$ cat config.mk
export PLATFORM = sky130hd
export DESIGN_NAME = serial_frame_ctrl
export DESIGN_NICKNAME = d
export VERILOG_FILES = /design/src/rtl/serial_frame_ctrl.sv
export SDC_FILE = /design/constraint.sdc
export NUM_CORES = 1
export LEC_CHECK = 0
export ABC_AREA = 1
export ABC_CLOCK_PERIOD_IN_PS = 1730
export BUFFER_PORTS_ARGS = -buffer_cell sky130_fd_sc_hd__buf_4
export CAP_MARGIN = 20
export CORE_MARGIN = 5
export CORE_UTILIZATION = 40
export DETAILED_ROUTE_END_ITERATION = 7
export PLACE_DENSITY = 0.63
export SYNTH_ARGS = -nofsm -noshare
export SYNTH_HDL_FRONTEND = slang
export SYNTH_SLANG_ARGS = --single-unit
export TNS_END_PERCENT = 20
$ cat constraint.sdc
create_clock -name clk -period 1.73 [get_ports clk]
set_input_delay 0.0865 -clock clk [delete_from_list [all_inputs] [get_ports clk]]
set_output_delay 0.0865 -clock clk [all_outputs]
set_load 0.02 [all_outputs]
$ cat src/rtl/serial_frame_ctrl.sv
module serial_frame_ctrl #(
  parameter int CNT_W      = 8,
  parameter int DIV_W      = 4,
  parameter int TAIL_W     = 5,
  parameter int NSTB       = 4,
  parameter int LONG_TAIL  = 18,
  parameter int SHORT_TAIL = 2
) (
  input  logic                         clk,
  input  logic                         rst_n,
  input  logic                         start_i,
  input  logic                         sync_i,
  input  logic [DIV_W-1:0]             div_sel_i,
  input  logic [CNT_W-1:0]             frame_len_i,
  input  logic                         mode_i,
  input  logic [NSTB*(CNT_W-4)-1:0]    dly_i,
  output logic                         sclk0_o,
  output logic                         sclk1_o,
  output logic [NSTB-1:0]              strobe_o,
  output logic                         done_o
);
  localparam int LO_W = 4;
  localparam int HI_W = CNT_W - LO_W;

  logic [DIV_W-1:0]  div_q, div_nxt;
  logic [DIV_W:0]    hi_len;
  logic              sclk_q, tick;
  logic [CNT_W-1:0]  cnt_q, src;
  logic [TAIL_W-1:0] tail_q, tail_last;
  logic              busy_q, mode_q, done_q, hold;

  assign tick      = (div_q == div_sel_i);
  assign div_nxt   = (sync_i || tick) ? '0 : div_q + 1'b1;
  assign hi_len    = ({1'b0, div_sel_i} + (DIV_W+1)'(2)) >> 1;
  assign tail_last = mode_q ? TAIL_W'(SHORT_TAIL - 1) : TAIL_W'(LONG_TAIL - 1);

  always_ff @(posedge clk or negedge rst_n) begin
    if (!rst_n) begin
      div_q  <= '0;
      sclk_q <= 1'b1;
      cnt_q  <= '0;
      tail_q <= '0;
      busy_q <= 1'b0;
      mode_q <= 1'b0;
      done_q <= 1'b0;
    end else begin
      div_q  <= div_nxt;
      sclk_q <= ({1'b0, div_nxt} < hi_len);
      done_q <= 1'b0;
      if (!busy_q) begin
        if (start_i) begin
          busy_q <= 1'b1;
          cnt_q  <= frame_len_i;
          mode_q <= mode_i;
          tail_q <= '0;
        end
      end else if (tick) begin
        if (cnt_q != '0) begin
          cnt_q <= cnt_q - 1'b1;
        end else if (tail_q == tail_last) begin
          busy_q <= 1'b0;
          tail_q <= '0;
          done_q <= !mode_q;
        end else begin
          tail_q <= tail_q + 1'b1;
        end
      end
    end
  end

  assign src  = busy_q ? cnt_q : frame_len_i;
  assign hold = busy_q && (tail_q != '0);

  for (genvar g = 0; g < NSTB; g++) begin : g_stb
    assign strobe_o[g] = !hold && (src[CNT_W-1:LO_W] == dly_i[g*HI_W +: HI_W])
                         && (src[LO_W-1:0] == '0);
  end

  assign sclk0_o = sclk_q;
  assign sclk1_o = sclk_q;
  assign done_o  = done_q;
endmodule


## After elaboration in Yosys (flattened, before gate mapping)

Index checks and enable logic that the tools add are counted.

| word-level totals | value |
|---|---|
| output and inout bits | 7 |
| flip-flop bits (word level) | 21 |
| word-level logic and storage cells | 62 |

| operators by class | value |
|---|---|
| multiplexer cells | 21 |
| bitwise operators | 1 |
| add/subtract/negate cells | 4 |
| equal/unequal tests | 9 |
| reductions and logical operators | 19 |
| order comparisons | 1 |

Operators by type and width:

| cell | number |
|---|---|
| 2-to-1 mux 8 bit | 5 |
| 2-to-1 mux 5 bit | 6 |
| equality test 4 bit | 5 |
| logical AND 1 bit | 9 |
| 2-to-1 mux 1 bit | 9 |
| nonzero test 8 bit | 1 |
| subtractor 8 x 1 -> 8 bit (second input constant) | 1 |
| AND reduction 3 bit | 2 |
| adder 4 x 2 -> 5 bit (second input constant) | 1 |
| adder 5 x 1 -> 5 bit (second input constant) | 1 |
| equality test 5 bit | 1 |
| nonzero test 5 bit | 1 |
| adder 4 x 1 -> 4 bit (second input constant) | 1 |
| logical NOT 4 bit | 1 |
| < comparator 4 bit | 1 |
| 2-to-1 mux 4 bit | 1 |
| != test 2 bit (second input constant) | 2 |
| logical NOT 1 bit | 2 |
| != test 2 x 1 -> 1 bit (second input constant) | 1 |
| AND reduction 2 bit | 1 |
| nonzero test 2 bit | 1 |
| logical OR 1 bit | 1 |
| NOT 1 bit | 1 |

## Logic depth before layout (Yosys ltp)

Gate-level depths: netlist (run 1).

| depth | value |
|---|---|
| depth after elaboration | 6 |
| depth in mapped cells | 11 |
| gate-level depth less buffers | 11 |

## Worst setup path after synthesis (run 1)

Ideal clock, no wire load.

| timing | value |
|---|---|
| path kind | register -> register |
| start point | register div_q[1] |
| end point | register sclk_q (netlist: sclk0_o) |
| required time | 1657 ps |
| data arrival time | 1391 ps |
| path slack | 266 ps |
| period minus slack after synthesis | 1464 ps |
| buffers on the path | 0 |
| cell stages (with the launch flop) | 10 |
| path through | dfrtp_1 nand2_1 nand2_1 nor2_1 nand2_2 nand2_1 nor2_1 ha_1 a21o_1 a21oi_1 |

| between the ends | value |
|---|---|
| word-level cells in the longest chain between the ends | 4 |
| elaborated cells between the ends (all ways) | 5 |

RTL lines:

| element | RTL line | source |
|---|---|---|
| start: declaration | 25 | `logic [DIV_W-1:0] div_q, div_nxt;` |
| start signal: assignment | 47 | `div_q <= div_nxt;` |
| branches (longest 2 deep; another with adder 4 x 1 -> 4 bit) | -- |  |
| 2-to-1 mux 4 bit (*) | 33 | `assign div_nxt = (sync_i \|\| tick) ? '0 : div_q + 1'b1;` |
| via div_nxt[3] | 25 |  |
| < comparator 4 bit (*) | 48 | `sclk_q <= ({1'b0, div_nxt} < hi_len);` |
| end signal: assignment | 48 |  |
| end: declaration | 27 | `logic sclk_q, tick;` |

Mark *: on every way through the listed nets, which the timed path passes.
A chain may end at the register's enable or synchronous reset.

## Worst setup path after layout (run 1)

| timing | value |
|---|---|
| start point | register busy_q |
| end point | output port strobe_o[2] |

| between the ends | value |
|---|---|
| word-level cells in the longest chain between the ends | 4 |
| elaborated cells between the ends (all ways) | 7 |

RTL lines:

| element | RTL line | source |
|---|---|---|
| start: declaration | 30 | `logic busy_q, mode_q, done_q, hold;` |
| start signal: assignment | 43 | `busy_q <= 1'b0;` |
| start signal: assignment | 52 | `busy_q <= 1'b1;` |
| start signal: assignment | 61 | `busy_q <= 1'b0;` |
| 2-to-1 mux 8 bit / logical AND 1 bit (equally long branches) | 71, 72 |  |
| equality test 4 bit / logical NOT 1 bit (equally long branches) | 75 | `assign strobe_o[g] = !hold && (src[CNT_W-1:LO_W] == dly_i[g*HI_W +: HI_W])` |
| logical AND 1 bit | 75 |  |
| logical AND 1 bit (*) | 76 | `&& (src[LO_W-1:0] == '0);` |
| end: declaration | 19 | `output logic [NSTB-1:0] strobe_o,` |

Every way passes the cells marked *; elsewhere a longest branch is shown, timed or not.

==> results of run 1 <==
[report_power, final]
group / leakage [nW] / internal (mW) / switching, mW
combinational: 0.907 / 0.557 / 0.792
clock: 0.0228 / 0.165 / 0.172
sequential: 0.261 / 0.646 / 0.169
total: 1.19 / 1.37 / 1.13
[layout by cell type (no fill, tap or decap), types with 2 or more instances in the layout]
cell type and instances:
sky130_fd_sc_hd__nand2_1 63, sky130_fd_sc_hd__buf_4 45, sky130_fd_sc_hd__inv_1 26, sky130_fd_sc_hd__nor2_1 19, sky130_fd_sc_hd__nand3_1 18, sky130_fd_sc_hd__dfrtp_1 18, sky130_fd_sc_hd__nand2_2 11, sky130_fd_sc_hd__ha_1 10
sky130_fd_sc_hd__inv_2 9, sky130_fd_sc_hd__xnor2_1 7, sky130_fd_sc_hd__o21ai_0 7, sky130_fd_sc_hd__xor2_1 6, sky130_fd_sc_hd__nor2_2 5, sky130_fd_sc_hd__o21ai_1 5, sky130_fd_sc_hd__nand4_1 4, sky130_fd_sc_hd__nor3_1 4
sky130_fd_sc_hd__nand3_2 3, sky130_fd_sc_hd__a21oi_1 3, sky130_fd_sc_hd__nand2_4 3, sky130_fd_sc_hd__clkbuf_8 3, sky130_fd_sc_hd__buf_6 3, sky130_fd_sc_hd__nor2_4 2, sky130_fd_sc_hd__nand3b_1 2, sky130_fd_sc_hd__or2_0 2
sky130_fd_sc_hd__dfrtp_2 2
[final cells by class]
cell class,count,area (um2),share of cell area [%]
multi-input cells,186,1100,48.2
flip-flops and latches,21,529,23.2
repair buffers,50,397,17.4
inverters,37,145,6.37
well taps,52,65.1,2.85
clock buffers,4,45.0,1.98
[state kept, by name, summed over array words and instances (netlist names)]
| name | flops |
|---|---|
| cnt_q | 8 |
| tail_q | 5 |
| div_q | 4 |
| busy_q | 1 |
| done_o | 1 |
| mode_q | 1 |
| sclk0_o | 1 |
[logic make-up after synthesis]
kind of cell	count (synthesis)	synth area share, %
xor gates and xnor gates	13	6.56
muxes	1	0.648
AOI/OAI and AO/OA	23	7.64
and+or+nand+nor	139	37.2
buffers and inverters	42	10.4
DFF	21	30.3
adders and majority gates	10	7.20
[worst paths after layout]
check | end | slack [ps] | cells past startpoint
max | strobe_o[2] | -50 | 8
min | busy_q$_DFF_PN0_ | 30 | 2
max reg2reg | mode_q$_DFFE_PN0P_ | 140 | 5
min reg2reg | done_o$_DFF_PN0_ | 490 | 1
max in group asynchronous | sclk0_o$_DFF_PN1_ | 1200 | 2
min in group asynchronous | cnt_q[6]$_DFFE_PN0P_ | 250 | 2
[repair_timing]
| item | CTS | global route |
|---|---|---|
| endpoints found under the setup margin | 4 | 5 |
| gates resized for setup | 7 | 24 |
| pin swaps | 1 | 6 |
| hold buffers | 1 | 0 |
| endpoints found under the hold margin | 21 | 0 |
| buffers inserted | 3 | 4 |
[metal layers]
metal  wire, um  track usage [%]  vias to the layer above
met3        240             3.17                        5
met1       1840             20.1                      735
li1           -                -                      885
met2       1930             24.1                       27
met5          0                0                        -
met4         47             4.08                        0
[per-stage QoR]
stage | area, um2 | power, mW
floorplan | 1740 | 1.77
global placement | 2080 | 2.05
detailed placement | 2080 | 2.06
CTS | 2180 | 2.43
global route | 2280 | 2.76
finish | 2280 | 2.50
==> out/metrics.cfg, run 1 <==
[layout]
fill_cells=410
synthToLayoutAreaGrowth_pct=31.3
layout.cells.non_filler=350
design.final.nets=342
fraction_of_layout_instances_using_a_drive_strength_above_1_pct=32.9
antenna_cells=0
layout.core_utilization_pct=53.1

[placed_design]
place.port_buffers=39
numPlacedInstances=338
dp.final_hpwl_um=3020
dp_slack_ps=130
gpl.final_weighted_congestion=0.749

[global_routing]
via_count_of_the_first_global_routing_pass=1543
global_route_wire_length_before_repair_um=6710
antenna_violations_before_repair=0
grt_max_degree=22
global_route.overflow_total=0
grt.total_usage_pct=14.9

[power]
pwr_density_cell_nw_per_um2=1100
vdd.ir_drop.worst_mv=0.601
total_leakage_power_nw=1.19

[clocking]
tritoncts_num_sinks=21
cts_tree=done
clk-insertion-delay-late_ps=270
cts_root_buf=sky130_fd_sc_hd__clkbuf_8
cts-root-to-sink-buffers=2
clk_pin_slew_worst_paths_ps=80
cts-htree-levels=1
tritoncts.num_buffers=3

[min_path]
timing.hold.worst.class=primary input to flop
min_delay_startpoint=start_i

[die]
core_region_area_um2=4290
die_w_um=75.9
fp.dieArea_um2=5760
initial_core_util_pct=40.4
num_io_pins=40
placement_rows=24
die_height_um=75.9

[critical_path]
end_kind=output port
critical-path-top-delay-family=buffers and inverters
path_cells=clkinv_4 > buf_4 > nand2_1 > nand2_2 > xnor2_1 > nand4_1 > nor2_1 > buf_4
crit_path_start_kind=flop
cpMostUsedCell=sky130_fd_sc_hd__buf_4
criticalPathCategory=flop to output port
regToRegStartpoint=busy_q$_DFF_PN0_
timing.critical_path.required_ps=1640
crit_arrival_ps=1690
startpoint=busy_q$_DFF_PN0_
critPathSlowestCell=sky130_fd_sc_hd__dfrtp_2
highest_cell_delay_on_the_worst_timing_path_ps=420
crit_buf_inv=3
cp_max_fo=8

[run]
cap_viol_max_count=0

[sta]
clock_skew_ps=2.80
final.period_utilization_pct=103
slew_headroom_pct=77.9
final_setup_violations=3
fmax_mhz=563
hold_slack_ps=30.8
worst_pin_slew_ps=330
finalWorstSetupSlack_ps=-46.1
rsz0062_at_grt=true
post-route-min-period_ps=1780
fin_setup_tns_ps=-77.5
hold_viol=0
slew_violations=0

[drt]
finalWirelength_um=4050
initial_detailed_routing_violation_count=90
dr.pass1.iters=4
detail_route.vias_per_cell=4.72
vias=1652
detail_route.drc_violations=0
antenna_violation_net_count_after_detailed_routing=0
routedWlPerCell_um=11.6

[synthesis]
ys_seq_elements=21
synth.avg_cell_area_um2=6.97
post_synthesis_cell_type_count=34
ys_warn_count=0
synthMostInstantiatedCell=sky130_fd_sc_hd__nand2_1
mappedNetlistArea_um2=1740
postSynth.topFlopCell=sky130_fd_sc_hd__dfrtp_1
most_area_consuming_cells_after_synthesis=sky130_fd_sc_hd__dfrtp_1 29%, sky130_fd_sc_hd__nand2_1 15%, sky130_fd_sc_hd__ha_1 7.2%
ys_async_sr_fraction_pct=100
synth_nets=292
netlist.area_leader.share_pct=28.8
yosysSeqAreaShare_pct=30.3
post_synth_inst_count=249
synthDominantAreaCellType=sky130_fd_sc_hd__dfrtp_1
ys_top_cells_by_count=70 x sky130_fd_sc_hd__nand2_1, 27 x sky130_fd_sc_hd__inv_1, 23 x sky130_fd_sc_hd__nor2_1
synth_enable_flop_cells=0

[outcome]
violated_checks=setup timing
status=finished, violations left

Power figures use the tool's default switching activity.
==> inputs of run 2 (changes only) <==
--- a/config.mk
+++ b/config.mk
@@ -13,6 +13,7 @@
 export CORE_UTILIZATION = 40
 export DETAILED_ROUTE_END_ITERATION = 7
 export PLACE_DENSITY = 0.63
+export RECOVER_POWER = 50
 export SYNTH_ARGS = -nofsm -noshare
 export SYNTH_HDL_FRONTEND = slang
 export SYNTH_SLANG_ARGS = --single-unit
==> out/metrics.cfg, run 2 (synthesis results as in run 1) <==
[critical_path]
critical-path-top-delay-family=buffers and inverters  ; unchanged
critical_path.reg2reg.endpoint=mode_q$_DFFE_PN0P_  ; unchanged
crit_arrival_ps=1690  ; about the same
end_kind=output port  ; unchanged
criticalPathCategory=flop to output port  ; unchanged
cp_max_fo=8  ; unchanged
startpoint=busy_q$_DFF_PN0_  ; unchanged
critPathSlowestCell=sky130_fd_sc_hd__dfrtp_2  ; unchanged
path_cells=clkinv_4 > buf_4 > nand2_1 > nand2_2 > xnor2_1 > nand4_1 > nor2_1 > buf_4  ; unchanged
number_of_cells_on_the_critical_path=8  ; unchanged
regToRegSetupSlack_ps=140  ; about the same
worstRegToRegCells=5  ; unchanged
crit_buf_inv=3  ; unchanged
crit_path_start_kind=flop  ; unchanged
cpMostUsedCell=sky130_fd_sc_hd__buf_4  ; unchanged
timing.critical_path.required_ps=1640  ; about the same
setup.worst_path.end=strobe_o[2]  ; unchanged
highest_cell_delay_on_the_worst_timing_path_ps=420  ; about the same
regToRegStartpoint=busy_q$_DFF_PN0_  ; unchanged

[die]
die_height_um=75.9  ; unchanged
core_region_area_um2=4290  ; unchanged
num_io_pins=40  ; unchanged
fp.dieArea_um2=5760  ; unchanged
initial_core_util_pct=40.4  ; unchanged
die_w_um=75.9  ; unchanged
placement_rows=24  ; unchanged

[sta]
hold_viol=0  ; unchanged
clock_skew_ps=2.76  ; was 2.80 ps
fmax_mhz=563  ; about the same
slew_headroom_pct=20.4  ; was 77.9%
slew_violations=0  ; unchanged
finalWorstSetupSlack_ps=-46.1  ; about the same
fin_setup_tns_ps=-77.3  ; was -77.5 ps
final_setup_violations=3  ; unchanged
post-route-min-period_ps=1780  ; about the same
worst_pin_slew_ps=1190  ; was 330 ps
hold_slack_ps=30.8  ; about the same
final.period_utilization_pct=103  ; about the same
rsz0062_at_grt=true  ; unchanged

[drt]
highest_layer=met4  ; unchanged
detail_route.vias_per_cell=4.72  ; about the same
detail_route.drc_violations=0  ; unchanged
route.met3.wl_um=240  ; unchanged
finalWirelength_um=4050  ; about the same
initial_detailed_routing_violation_count=94  ; was 90
met1Wirelength_um=1830  ; was 1840 um
met2_length_um=1930  ; about the same
dr.pass1.iters=4  ; unchanged
antenna_violation_net_count_after_detailed_routing=0  ; unchanged
routedWlPerCell_um=11.6  ; about the same
vias=1653  ; was 1652

[global_routing]
grt.total_usage_pct=14.9  ; unchanged
antenna_violations_before_repair=0  ; unchanged
via_count_of_the_first_global_routing_pass=1543  ; unchanged
grt_max_degree=22  ; unchanged
global_route_wire_length_before_repair_um=6710  ; unchanged
global_route.overflow_total=0  ; unchanged

[run]
cap_viol_max_count=0  ; unchanged

[placed_design]
gpl.final_weighted_congestion=0.749  ; unchanged
dp.final_hpwl_um=3020  ; unchanged
place.port_buffers=39  ; unchanged
numPlacedInstances=338  ; unchanged
postPlaceCellArea_um2=2080  ; unchanged

[layout]
largest_register_ffs=8  ; unchanged
antenna_cells=0  ; unchanged
top_regs=cnt_q (8), tail_q (5), div_q (4)  ; unchanged
layout.core_utilization_pct=52.9  ; was 53.1%
synthToLayoutAreaGrowth_pct=30.8  ; was 31.3%
design.final.nets=342  ; unchanged
layout.cells.non_filler=350  ; unchanged
layout.cells.most_common=sky130_fd_sc_hd__nand2_1  ; unchanged
final_cell_mix=63 x sky130_fd_sc_hd__nand2_1, 43 x sky130_fd_sc_hd__buf_4, 26 x sky130_fd_sc_hd__inv_1  ; was 63 x sky130_fd_sc_hd__nand2_1, 45 x sky130_fd_sc_hd__buf_4, 26 x sky130_fd_sc_hd__inv_1
stdcell_area_um2=2270  ; was 2280 um2
fraction_of_layout_instances_using_a_drive_strength_above_1_pct=32.2  ; was 32.9%
largest-register=cnt_q  ; unchanged

[clocking]
tritoncts_num_sinks=21  ; unchanged
clk_pin_slew_worst_paths_ps=80  ; about the same
cts-htree-levels=1  ; unchanged
tritoncts.num_buffers=3  ; unchanged
cts-root-to-sink-buffers=2  ; unchanged
clk-insertion-delay-late_ps=270  ; about the same
cts_root_buf=sky130_fd_sc_hd__clkbuf_8  ; unchanged
cts_tree=done  ; unchanged

[power]
pwr_density_cell_nw_per_um2=1100  ; about the same
total_leakage_power_nw=1.18  ; was 1.19 nW
vdd.ir_drop.worst_mv=0.601  ; about the same

[outcome]
violated_checks=setup timing  ; unchanged
status=finished, violations left  ; unchanged

[min_path]
timing.hold.worst.class=primary input to flop  ; unchanged

-- run 2: worst min path at each step --
stage	start	end	slack, ps	depth (start not counted)
2_1_floorplan	rst_n	busy_q$_DFF_PN0_	-210	0
3_3_place_gp	rst_n	cnt_q[7]$_DFFE_PN0P_	-6	1
4_1_cts	start_i	busy_q$_DFF_PN0_	30	2
5_1_grt	start_i	busy_q$_DFF_PN0_	30	2
3_5_place_dp	rst_n	cnt_q[2]$_DFFE_PN0P_	-5	1
6_report	start_i	busy_q$_DFF_PN0_	30	2
-- run 2: stage by stage --
step                      setup WS, ps  power, mW
final                            -46.1       2.50
after global routing              -152       2.76
after CTS                        -37.4       2.43
after detailed placement           130       2.06
after global placement             129       2.05
after floorplan                    266       1.77
-- run 2: area by class of cell --
type | count | area [um2]
Inverter | 37 | 145
Multi-Input combinational cell | 186 | 1100
Sequential cell | 21 | 529
Tap cell | 52 | 65.1
Fill cell | 411 | 2020
Clock buffer | 4 | 45.0
Timing Repair Buffer | 50 | 389
-- run 2: per-layer routing --
layer / track usage [%] / up-vias
li1: - / 885
met1: 20.1 / 736
met2: 24.1 / 27
met3: 3.17 / 5
met4: 4.08 / 0
met5: 0 / -
-- run 2: report_power, final --
part | internal [mW] | leakage [nW] | switching (mW) | total [mW]
combinational | 0.556 | 0.900 | 0.792 | 1.35
clock | 0.165 | 0.0228 | 0.172 | 0.337
sequential | 0.646 | 0.261 | 0.169 | 0.815
total | 1.37 | 1.18 | 1.13 | 2.50
-- run 2: what timing repair did --
action | CTS | global route
setup buffers | 3 | 4
setup endpoints to repair | 4 | 5
pin swaps | 1 | 6
gates resized for setup | 7 | 24
endpoints found under the hold margin | 21 | 0
hold buffers | 1 | 0
